$ cat src/rtl/prn_pkg.sv
package prn_pkg;

    localparam int WORD_W = 16;
    localparam int LED_N  = 4;
    localparam int PDAT_W = 8;

    // Register image, most significant field first.
    typedef struct packed {
        logic [LED_N-1:0]  led_hi;   // bit 15 -> led[0] ... bit 12 -> led[3]
        logic              sel_n;    // bit 11
        logic              prst;     // bit 10
        logic              lf_n;     // bit 9
        logic              stb_n;    // bit 8
        logic [PDAT_W-1:0] pdat;     // bits 7:0
    } port_word_t;

    // Decoded effect of one bus cycle.
    typedef struct packed {
        logic load;
        logic clear;
    } bus_act_t;

    function automatic logic [LED_N-1:0] led_order(input logic [LED_N-1:0] f);
        logic [LED_N-1:0] r;
        for (int i = 0; i < LED_N; i++) begin
            r[i] = f[LED_N-1-i];
        end
        return r;
    endfunction

endpackage

$ cat src/rtl/prn_bus_decode.sv
module prn_bus_decode
    import prn_pkg::*;
#(
    parameter int ADDR_W    = 11,
    parameter int ALIAS_BIT = 2,
    parameter int CLR_BIT   = 1
) (
    input  logic              cs,
    input  logic [ADDR_W-1:0] addr,
    input  logic              rd,
    input  logic              wr,
    output bus_act_t          act
);
    logic in_win;

    always_comb begin
        in_win    = cs && !addr[ALIAS_BIT];
        act.load  = in_win && wr;
        act.clear = in_win && (rd || wr) && !addr[CLR_BIT];
    end

endmodule

$ cat src/rtl/prn_ack_edge.sv
module prn_ack_edge #(
    parameter int SYNC_STAGES = 2
) (
    input  logic clk,
    input  logic rst,
    input  logic ack_n,
    output logic fall
);
    localparam int CHAIN = SYNC_STAGES + 1;

    logic [CHAIN-1:0] chain;

    always_ff @(posedge clk) begin
        if (rst) begin
            chain <= '1;
        end else begin
            chain <= {chain[CHAIN-2:0], ack_n};
        end
    end

    // Last stage still high, previous stage already low.
    always_comb fall = chain[CHAIN-1] && !chain[CHAIN-2];

endmodule

$ cat src/rtl/prn_irq_latch.sv
module prn_irq_latch (
    input  logic clk,
    input  logic rst,
    input  logic set,
    input  logic clear,
    output logic pending
);
    always_ff @(posedge clk) begin
        if (rst) begin
            pending <= 1'b0;
        end else if (set) begin
            pending <= 1'b1;
        end else if (clear) begin
            pending <= 1'b0;
        end
    end

endmodule

$ cat src/rtl/prn_out_reg.sv
module prn_out_reg
    import prn_pkg::*;
(
    input  logic              clk,
    input  logic              rst,
    input  logic              load,
    input  logic [WORD_W-1:0] wdata,
    output port_word_t        word
);
    always_ff @(posedge clk) begin
        if (rst) begin
            word <= '0;
        end else if (load) begin
            word <= port_word_t'(wdata);
        end
    end

endmodule

$ cat src/rtl/prn_port_ctl.sv
module prn_port_ctl
    import prn_pkg::*;
#(
    parameter int ADDR_W      = 11,
    parameter int ALIAS_BIT   = 2,
    parameter int CLR_BIT     = 1,
    parameter int SYNC_STAGES = 2
) (
    input  logic              clk,
    input  logic              rst,
    input  logic              bus_cs,
    input  logic [ADDR_W-1:0] bus_addr,
    input  logic              bus_rd,
    input  logic              bus_wr,
    input  logic [15:0]       bus_wdata,
    output logic [15:0]       bus_rdata,
    output logic [7:0]        prn_data,
    output logic              prn_strobe_n,
    output logic              prn_linefeed_n,
    output logic              prn_reset,
    output logic              prn_select_n,
    output logic [3:0]        led,
    input  logic              ack_n,
    output logic              irq
);
    bus_act_t   act;
    port_word_t word;
    logic       ack_fall;

    prn_bus_decode #(
        .ADDR_W   (ADDR_W),
        .ALIAS_BIT(ALIAS_BIT),
        .CLR_BIT  (CLR_BIT)
    ) i_decode (
        .cs  (bus_cs),
        .addr(bus_addr),
        .rd  (bus_rd),
        .wr  (bus_wr),
        .act (act)
    );

    prn_out_reg i_reg (
        .clk  (clk),
        .rst  (rst),
        .load (act.load),
        .wdata(bus_wdata),
        .word (word)
    );

    prn_ack_edge #(
        .SYNC_STAGES(SYNC_STAGES)
    ) i_edge (
        .clk  (clk),
        .rst  (rst),
        .ack_n(ack_n),
        .fall (ack_fall)
    );

    prn_irq_latch i_irq (
        .clk    (clk),
        .rst    (rst),
        .set    (ack_fall),
        .clear  (act.clear),
        .pending(irq)
    );

    always_comb begin
        bus_rdata      = '0;
        prn_data       = word.pdat;
        prn_strobe_n   = word.stb_n;
        prn_linefeed_n = word.lf_n;
        prn_reset      = word.prst;
        prn_select_n   = word.sel_n;
        led            = led_order(word.led_hi);
    end

endmodule

$ cat config.mk
export PLATFORM = sky130hd
export DESIGN_NAME = prn_port_ctl
export DESIGN_NICKNAME = d
export VERILOG_FILES = /design/src/rtl/prn_pkg.sv /design/src/rtl/prn_bus_decode.sv /design/src/rtl/prn_ack_edge.sv /design/src/rtl/prn_irq_latch.sv /design/src/rtl/prn_out_reg.sv /design/src/rtl/prn_port_ctl.sv
export SDC_FILE = /design/constraint.sdc
export NUM_CORES = 1
export LEC_CHECK = 0
export BUFFER_PORTS_ARGS = -buffer_cell sky130_fd_sc_hd__buf_2
export CAP_MARGIN = 20
export CORE_MARGIN = 5
export CORE_UTILIZATION = 41
export CTS_CLUSTER_SIZE = 14
export DETAILED_ROUTE_END_ITERATION = 16
export GPL_TIMING_DRIVEN = 0
export PLACE_DENSITY = 0.92
export SLEW_MARGIN = 30
export SYNTH_ARGS = -nofsm -noshare
export SYNTH_HDL_FRONTEND = slang
export SYNTH_SLANG_ARGS = --single-unit
$ cat constraint.sdc
create_clock -name clk -period 2.35 [get_ports clk]
set_input_delay 0.47 -clock clk [delete_from_list [all_inputs] [get_ports clk]]
set_output_delay 0.47 -clock clk [all_outputs]
set_load 0.01 [all_outputs]
Yosys cells after proc, flatten, opt, wreduce, memory -nomap -nowiden
Index checks and enable logic that the tools add are counted.
W data, S select, Z words.

operators by class
  $mul = 0
  reduce and logical (&&, ||, !) cells = 10
  bitwise logic cells = 0
  magnitude comparators = 0
  multiplexer cells = 2
  div/mod/pow operators = 0
  add/sub/neg operators = 0
  shifts and indexed selects = 0
  equality and inequality tests = 0

operators by type and width
  operator             count
  $logic_and A1 B1 Y1  5
  $logic_not A1 Y1     3
  $mux W1              2
  $reduce_bool A2 Y1   1
  $logic_or A1 B1 Y1   1

word-level totals
  bits in latches = 0
  memory bits (writable) = 0
  memories kept = 0
  output and inout port bits = 33
  ROM bits = 0
  flip-flop bits (word level) = 20

Longest topological paths before layout
Gate-level depths: netlist of the first run.

  depth after elaboration = 6
  depth in mapped cells = 5

Hierarchy
A second synthesis of the first run with hierarchy kept.

second synthesis, totals
  cell total of the unflattened synthesis = 83
  area, all modules = 857.1 sq um

modules (own cells, without submodules)
  module          times used  cells each  area an instance (sq um)
  prn_out_reg     1           52          580.6
  prn_port_ctl    1           17          123.9
  prn_ack_edge    1           7           85.1
  prn_irq_latch   1           4           38.8
  prn_bus_decode  1           3           28.8

Least setup slack after synthesis of the first run
OpenSTA, ideal clock, no wires.

  path type = input-to-reg
  start point = input port bus_addr[2]
  end point = register, netlist name i_reg.word[0]
  stages = 4
  required time = 2208 ps
  slack = 1183 ps
  buffers on the path = 1
  arrival time = 1025 ps
  cells stage by stage = nand3b_2 > buf_2 > nand2_1 > a21oi_2

on the way
  longest elaborated chain between the ends = 3

ends and longest elaborated chain
  item                 line                  source
  from (decl)          prn_port_ctl.sv:12    input logic [ADDR_W-1:0] bus_addr,
  $logic_not A1 Y1     prn_bus_decode.sv:17  in_win = cs && !addr[ALIAS_BIT];
  $logic_and A1 B1 Y1  prn_bus_decode.sv:17
  $logic_and A1 B1 Y1  prn_bus_decode.sv:18  act.load = in_win && wr;

Every way passes these cells.
A chain may end at the register's enable or synchronous reset.

Worst setup path in the final report of the first run
  start point = register i_irq.pending
  end point = output port irq

RTL lines
  item                    line                 source
  from (decl)             prn_irq_latch.sv:6   output logic pending
  from (signal assigned)  prn_irq_latch.sv:10  pending <= 1'b0;
  from (signal assigned)  prn_irq_latch.sv:12  pending <= 1'b1;
  from (signal assigned)  prn_irq_latch.sv:14  pending <= 1'b0;
  to (decl)               prn_port_ctl.sv:24   output logic irq

No word-level cell between the ends.

==> flow_summary_export.csv, run 1 <==
group,metric,value,unit
critical_path,cp_cell_sequence,"buf_2",
critical_path,crit_path_end_kind,"output port",
routing,drtAntennaViolNets,0,
power,power.internal,575,µW
critical_path,path_buf_inv,1,
power,switching_share,0.215,
die,num_rows,16,
routing,viasPerCell,4.17,
die,dieArea,3150,µm²
clock_network,clock_latency,0.29,ns
layout,drive_gt1_frac,0.481,
die,coreArea,2000,µm²
timing,period_share,0.535,
layout,antenna_cells,0,
timing,slew_headroom,0.548,
clock_network,cts_tree,"built",
clock_network,cts_resized,0,
clock_network,post-cts-setup-buffers,0,
synth,synth_top_area_cell,"dfxtp_1",
routing,drt_pass1_iterations,4,
routing,detail_route.wl_per_cell,10.5,µm
layout,fill_cells,188,
synth,synthTopCellsByArea,"dfxtp_1 46%, buf_4 14%, nand2_1 14%, a21oi_2 10%, a21oi_1 4.0%",
global_route,grt_remaining_overflow,0,
critical_path,slowest_stage,"dfxtp_1",
critical_path,critPathMaxFanout,2,
routing,drc,0,
routing,dr_total_vias,771,
timing,tightest_slew,0.678,ns
die,die_x,56.1,µm
clock_network,clk_pin_slew,0.11,ns
clock_network,htree_levels,1,
layout,final_cell_mix,"40 x buf_2, 32 x nand2_1, 20 x dfxtp_1",
power,power.leakage,0.602,nW
clock_network,ctsHoldBuffers,0,
power,ir_drop,0.472,mV
routing,routed_wirelength,1950,µm
global_route,grt_pass1_vias,749,
global_route,grt_pass1_wl,3140,µm
critical_path,cp-startpoint,"i_irq.pending$_SDFFE_PP0P_",
synth,synthArstFlopShare,0,
timing,clock.fmax,796,MHz
power,combPwrFrac,0.142,
synth,synth_edf_count,0,
timing,min_period,1.26,ns
layout,mostFrequentLayoutCell,"buf_2",
timing,hold_viol,0,
synth,syn_area,872,µm²
die,initial_core_util,0.436,
timing,whs,0.362,ns
timing,fin_setup_tns,0,ns
layout,finalNetCount,192,
critical_path,crit_type,"register to output port",
timing,finClkSkew,0.0000997,ns
global_route,grt_use_total,0.123,
critical_path,critical-path-top-delay-family,"flip-flops",
clock_network,cts_root_buf,"clkbuf_4",
timing,setup_viol,0,
place,dp.final_hpwl,1630,µm
place,gp_congestion,0.797,
place,io_buffers,39,
clock_network,clockBufferDepth,2,
synth,yosysSeqAreaShare,0.459,
synth,yosys.area.top_type_share,0.459,
worst_hold_path,min_path_type,"input pin to register",
synth,synth_ff_type,"dfxtp_1",
die,io_pins,66,
synth,ys_warn_count,0,
synth,synth_cell_types,17,
critical_path,cp.required,1.88,ns
timing,rsz0062_at_grt,"false",
critical_path,rr_startpoint,"i_edge.chain[1]$_SDFF_PP1_",
die,die_h,56.1,µm
job,maxCapViolCount,0,
layout,syn2layout_area_growth,38.7,%
synth,syn-instance-count,100,
critical_path,worstPathArrival,0.79,ns
critical_path,slowest_delay,0.36,ns
synth,synth_seq_cells,20,
power,powerDensity,605,nW/µm²
worst_hold_path,min_from,"ack_n",
power,p_seq_frac,0.486,
routing,drtIter0Drc,27,
status,status,"finished, final reports clean",
global_route,grt_antenna_before_repair,0,
synth,syn_avg_cell_area,8.72,µm²
global_route,grt_max_degree,13,
power,clockPowerShare,0.372,
timing,maxSlewViolCount,0,
layout,fin_util,0.604,
power,power_switching,157,µW
clock_network,cts_sinks,20,
critical_path,start_kind,"register",
clock_network,cts_made_buffers,3,
## power by group through the flow
| stage | clock network (mW) | logic [mW] | registers, mW |
|---|---|---|---|
| 6_report | 0.272 | 0.104 | 0.356 |
| 5_1_grt | 0.293 | 0.116 | 0.358 |
| 4_1_cts | 0.278 | 0.104 | 0.356 |
| 3_5_place_dp | 0 | 0.104 | 0.364 |
| 3_3_place_gp | 0 | 0.101 | 0.363 |
| 2_1_floorplan | 0 | 0.0633 | 0.368 |
## cell type report
type	instances	area [µm²]	share of cell area
plain buffers	21	164	0.135
clock buffers	3	22.5	0.0186
clock inverters	1	30.0	0.0248
inverters	1	3.75	0.00310
multi-input cells	73	360	0.298
flip-flops and latches	20	400	0.331
well taps	27	33.8	0.0279
repair buffers	39	195	0.161
## path summary, 6_finish.rpt
kind	to	slack [ns]	cells after the start
worst max register to register	i_edge.chain[2]$_SDFF_PP1_	1.67	1
worst min register to register	i_edge.chain[1]$_SDFF_PP1_	0.42	1
worst max-delay path	irq	1.09	1
worst min-delay path	i_edge.chain[0]$_SDFF_PP1_	0.36	2
## cell families (layout without fill, tap and decap cells)
group	Yosys count	in the layout	synth area share
compound gates	18	18	0.151
buf+inv	22	65	0.192
flops	20	20	0.459
other cells	1	16	0.00430
simple gates	39	39	0.194
## cells in the mapped netlist (2+ instances only)
| master | instances |
|---|---|
| buf_4 | 16 |
| or2_2 | 3 |
| nand2_1 | 32 |
| a21oi_2 | 10 |
| a21oi_1 | 7 |
| dfxtp_1 | 20 |
| clkbuf_1 | 2 |
## state kept, by name, indices dropped and copies added (netlist names)
name and count:
i_reg.word 16, i_edge.chain 3, i_irq.pending 1
## through the flow
| stage | power, mW | cell area, µm² | instances | worst slack [ns] |
|---|---|---|---|---|
| final | 0.732 | 1210 | 185 | 1.09 |
| after global routing | 0.766 | 1210 | 185 | 1.02 |
| after CTS | 0.738 | 1210 | 185 | 1.08 |
| after detailed placement | 0.468 | 1160 | 181 | 0.941 |
| after global placement | 0.464 | 1160 | 181 | 0.975 |
| after floorplan | 0.431 | 928 | 115 | 1.18 |
## routing by layer
metal,vias up,part of all wire,wire (µm),track usage
met2,41,0.51,990,0.224
met1,330,0.36,692,0.129
li1,400,-,-,-
met3,0,0.13,262,0.0534
met4,0,0,0,0.0305
met5,-,0,0,0
Note: power is estimated with default switching activity, not from simulation.
==> run 2: changes to the inputs <==
CORE_UTILIZATION = 38   (was 41)
PLACE_DENSITY = 0.87   (was 0.92)
clock period = 1.2 ns   (was 2.35 ns; I/O delays follow)
==> run 2 against run 1 <==
  * Sequential share of layout area grew 0.81 points
  * Clock skew is essentially flat
  * Clock-buffer cell count stayed put
  * Final cell count did not move
  * Combinational power increased by 98%
  * Global-route usage is essentially flat
==> flow_summary_export.csv, run 2 (synthesis gave the netlist of run 1 again) <==
group,metric,value,unit
die,initial_core_util,0.394,
place,dp.final_hpwl,1740,µm
timing,rsz0062_at_grt,"false",
timing,clock.fmax,986,MHz
critical_path,path_buf_inv,1,
timing,tightest_slew,0.646,ns
clock_network,cts_sinks,20,
die,dieArea,3350,µm²
layout,final_cell_mix,"40 x buf_2, 32 x nand2_1, 20 x dfxtp_1",
global_route,grt_max_degree,11,
timing,min_period,1.01,ns
timing,period_share,0.845,
critical_path,critPathMaxFanout,2,
layout,multi_input_area,360,µm²
die,die_x,57.9,µm
critical_path,crit_type,"register to output port",
global_route,grt_remaining_overflow,0,
die,die_h,57.9,µm
layout,top_register,"i_reg.word",
timing,slew_headroom,0.570,
clock_network,clock_latency,0.28,ns
layout,mostFrequentLayoutCell,"buf_2",
timing,hold_viol,0,
layout,fill_cells,222,
place,io_buffers,39,
power,finalPower,1.19,mW
timing,maxSlewViolCount,0,
clock_network,htree_levels,1,
critical_path,start_kind,"register",
global_route,grt_use_total,0.123,
clock_network,clockBufferDepth,2,
clock_network,post-cts-setup-buffers,0,
clock_network,cts_root_buf,"clkbuf_4",
critical_path,r2r_setup_slack,0.52,ns
routing,drtIter0Drc,18,
critical_path,cp.required,0.96,ns
clock_network,cts_tree,"built",
routing,drc,0,
global_route,grt_antenna_before_repair,0,
die,coreArea,2210,µm²
timing,setup_ws,0.186,ns
critical_path,rr_startpoint,"i_edge.chain[1]$_SDFF_PP1_",
status,status,"finished, final reports clean",
layout,design_area,1180,µm²
die,io_pins,66,
routing,drt_pass1_iterations,4,
layout,register_area,400,µm²
worst_hold_path,min_from,"ack_n",
routing,detail_route.wl_per_cell,11.1,µm
critical_path,slowest_delay,0.36,ns
worst_hold_path,min_path_cells,2,
routing,dr_total_vias,768,
power,ir_drop,0.390,mV
power,powerDensity,1010,nW/µm²
layout,antenna_cells,0,
critical_path,r2r_cells,1,
worst_hold_path,min_path_type,"input pin to register",
die,num_rows,17,
timing,finClkSkew,0.000282,ns
routing,drtAntennaViolNets,0,
power,power.leakage,0.588,nW
critical_path,worstPathArrival,0.77,ns
critical_path,r2r_end,"i_edge.chain[2]$_SDFF_PP1_",
place,dp_worst_setup_slack,0.0351,ns
critical_path,crit_path_end_kind,"output port",
layout,reg_top3,"i_reg.word x16, i_edge.chain x3, i_irq.pending x1",
place,postPlaceCellArea,1160,µm²
layout,syn2layout_area_growth,35.4,%
layout,finalNetCount,192,
global_route,grt_pass1_wl,3200,µm
clock_network,clk_pin_slew,0.10,ns
routing,viasPerCell,4.15,
clock_network,cts_made_buffers,3,
clock_network,ctsHoldBuffers,0,
timing,whs,0.140,ns
layout,fin_util,0.534,
layout,drive_gt1_frac,0.478,
global_route,grt_pass1_vias,791,
critical_path,cp_cell_sequence,"buf_2",
timing,fin_setup_tns,0,ns
place,gp_congestion,0.734,
place,place_inst,182,
critical_path,slowest_stage,"dfxtp_1",
clock_network,cts_resized,0,
layout,largest_reg_flops,16,
timing,setup_viol,0,
worst_hold_path,whs_endpoint,"i_edge.chain[0]$_SDFF_PP1_",
layout,instances_no_fill,185,
job,maxCapViolCount,0,
routing,routed_wirelength,2050,µm
critical_path,critical-path-top-delay-family,"flip-flops",
-- run 2: layout make-up --
| cell class | count | share of cell area |
|---|---|---|
| well taps | 28 | 0.0297 |
| plain buffers | 21 | 0.139 |
| multi-input cells | 73 | 0.305 |
| flip-flops and latches | 20 | 0.339 |
| repair buffers | 39 | 0.165 |
| clock buffers | 3 | 0.0191 |
| inverters | 1 | 0.00318 |
-- run 2: worst max-delay path by stage --
stage	start	end	slack (ns)	depth (start not counted)
final	i_reg.word[7]$_SDFFE_PP0P_	prn_data[7]	0.19	1
after global routing	i_reg.word[0]$_SDFFE_PP0P_	prn_data[0]	0.15	1
after CTS	i_reg.word[7]$_SDFFE_PP0P_	prn_data[7]	0.18	1
after detailed placement	bus_addr[2]	i_reg.word[13]$_SDFFE_PP0P_	0.04	5
after global placement	bus_addr[2]	i_reg.word[1]$_SDFFE_PP0P_	0.05	5
after floorplan	bus_addr[2]	i_reg.word[0]$_SDFFE_PP0P_	0.26	4
-- run 2: layer usage --
layer | global-route usage | wire [µm] | vias to the layer above
li1 | - | - | 399
met4 | 0.0563 | 8 | 0
met1 | 0.117 | 746 | 338
met3 | 0.0379 | 200 | 2
met2 | 0.235 | 1090 | 29
met5 | 0 | 0 | -
-- run 2: report_power, final --
part	internal [mW]	switching, mW
registers	0.687	0.00983
logic	0.102	0.104
clock network	0.116	0.175
==> run 3: changes to the inputs <==
CORE_UTILIZATION = 35   (was 38)
PLACE_DENSITY = 0.84   (was 0.87)
clock period = 0.9 ns   (was 1.2 ns; I/O delays follow)
==> run 3 against run 2 <==
  * The run now ends with setup timing left
  * Via count is 1.3% lower
  * First-iteration DRC count is 61% lower
  * Sequential share of layout area is 2.1 points lower
  * Register-to-register slack worse by 0.30 ns
==> flow_summary_export.csv, run 3 (synthesis gave the netlist of run 1 again) <==
group,metric,value,unit
status,status,"complete, but fails checks",
status,failed_checks,"setup timing",
layout,mostFrequentLayoutCell,"nand2_1",
clock_network,cts_made_buffers,3,
critical_path,worstPathArrival,0.76,ns
critical_path,slowest_delay,0.35,ns
clock_network,clk_pin_slew,0.11,ns
clock_network,htree_levels,1,
layout,design_area,1330,µm²
routing,drc,0,
worst_hold_path,min_path_type,"input pin to register",
critical_path,cp-startpoint,"i_reg.word[7]$_SDFFE_PP0P_",
timing,setup_viol,17,
global_route,grt_remaining_overflow,0,
critical_path,critical-path-top-delay-family,"flip-flops",
power,power.leakage,0.616,nW
critical_path,crit_path_end_kind,"output port",
global_route,grt_antenna_before_repair,0,
die,die_h,59.9,µm
layout,reg_top3,"i_reg.word x16, i_edge.chain x3, i_irq.pending x1",
die,dieArea,3590,µm²
job,maxCapViolCount,0,
timing,setup_ws,-0.0422,ns
timing,clock.fmax,1060,MHz
timing,slew_headroom,0.557,
place,postPlaceCellArea,1160,µm²
routing,viasPerCell,4.03,
timing,period_share,1.05,
critical_path,path_buf_inv,1,
critical_path,cp_cell_sequence,"buf_6",
clock_network,cts_sinks,20,
layout,fin_util,0.545,
clock_network,clockBufferDepth,2,
timing,maxSlewViolCount,0,
worst_hold_path,min_from,"ack_n",
layout,antenna_cells,0,
place,dp.final_hpwl,1490,µm
routing,drt_pass1_iterations,2,
global_route,grt_pass1_wl,3150,µm
clock_network,cts_tree,"built",
die,num_rows,18,
global_route,grt_max_degree,12,
timing,min_period,0.942,ns
global_route,grt_use_total,0.115,
timing,finClkSkew,0.000233,ns
layout,largest_reg_flops,16,
layout,drive_gt1_frac,0.589,
layout,final_cell_mix,"32 x nand2_1, 23 x buf_2, 18 x buf_6",
timing,whs,0.0631,ns
place,gp_congestion,0.666,
critical_path,slowest_stage,"dfxtp_2",
timing,rsz0062_at_grt,"true",
timing,hold_viol,0,
timing,fin_setup_tns,-0.568,ns
layout,top_register,"i_reg.word",
place,dp_worst_setup_slack,-0.230,ns
die,io_pins,66,
timing,tightest_slew,0.665,ns
critical_path,cp.required,0.72,ns
routing,dr_total_vias,758,
routing,drtAntennaViolNets,0,
critical_path,rr_startpoint,"i_edge.chain[1]$_SDFF_PP1_",
power,ir_drop,0.953,mV
place,io_buffers,39,
routing,detail_route.wl_per_cell,10.7,µm
critical_path,start_kind,"register",
global_route,grt_pass1_vias,748,
layout,finalNetCount,192,
clock_network,cts_root_buf,"clkbuf_4",
critical_path,crit_type,"register to output port",
layout,fill_cells,234,
die,coreArea,2430,µm²
die,die_x,59.9,µm
routing,drtIter0Drc,7,
routing,routed_wirelength,2020,µm
die,initial_core_util,0.359,
clock_network,clock_latency,0.29,ns
power,powerDensity,1330,nW/µm²
clock_network,post-cts-setup-buffers,0,
critical_path,critPathMaxFanout,2,
layout,syn2layout_area_growth,51.9,%
-- run 3: power breakdown --
part	switching, mW	internal (mW)	total (mW)
clock network	0.272	0.247	0.519
logic	0.136	0.164	0.300
registers	0.0198	0.921	0.941
total	0.428	1.33	1.76
-- run 3: final cells by class --
type / instances / area, µm² / share of cell area
Multi-Input combinational cell: 73 / 360 / 0.272
Clock buffer: 4 / 36.3 / 0.0274
Sequential cell: 20 / 422 / 0.318
Timing Repair Buffer: 39 / 302 / 0.228
Inverter: 1 / 3.75 / 0.00283
Buffer: 21 / 164 / 0.124
Tap cell: 30 / 37.5 / 0.0283
-- run 3: final timing paths --
| kind | depth (start not counted) | slack, ns | to |
|---|---|---|---|
| worst max-delay path | 1 | -0.04 | prn_data[7] |
| worst min-delay path | 2 | 0.06 | i_edge.chain[0]$_SDFF_PP1_ |
| worst max register to register | 1 | 0.22 | i_edge.chain[2]$_SDFF_PP1_ |
| worst min register to register | 1 | 0.43 | i_edge.chain[1]$_SDFF_PP1_ |
-- run 3: routing by layer --
layer	GRT usage	vias up	wire length, µm
li1	-	400	-
met1	0.131	315	819
met2	0.190	43	875
met3	0.0540	0	323
met4	0.0380	0	0
met5	0	-	0
-- run 3: timing repair --
item	in CTS	in global routing
gates resized for setup	34	0
gates cloned	0	0
hold buffers	0	0
endpoints found under the hold margin	0	0
setup endpoints to repair	17	17
-- run 3: through the flow --
stage / cells / power (mW)
final: 188 / 1.76
after global routing: 188 / 1.83
after floorplan: 115 / 1.13
after detailed placement: 184 / 1.22
after CTS: 188 / 1.77
after global placement: 184 / 1.22
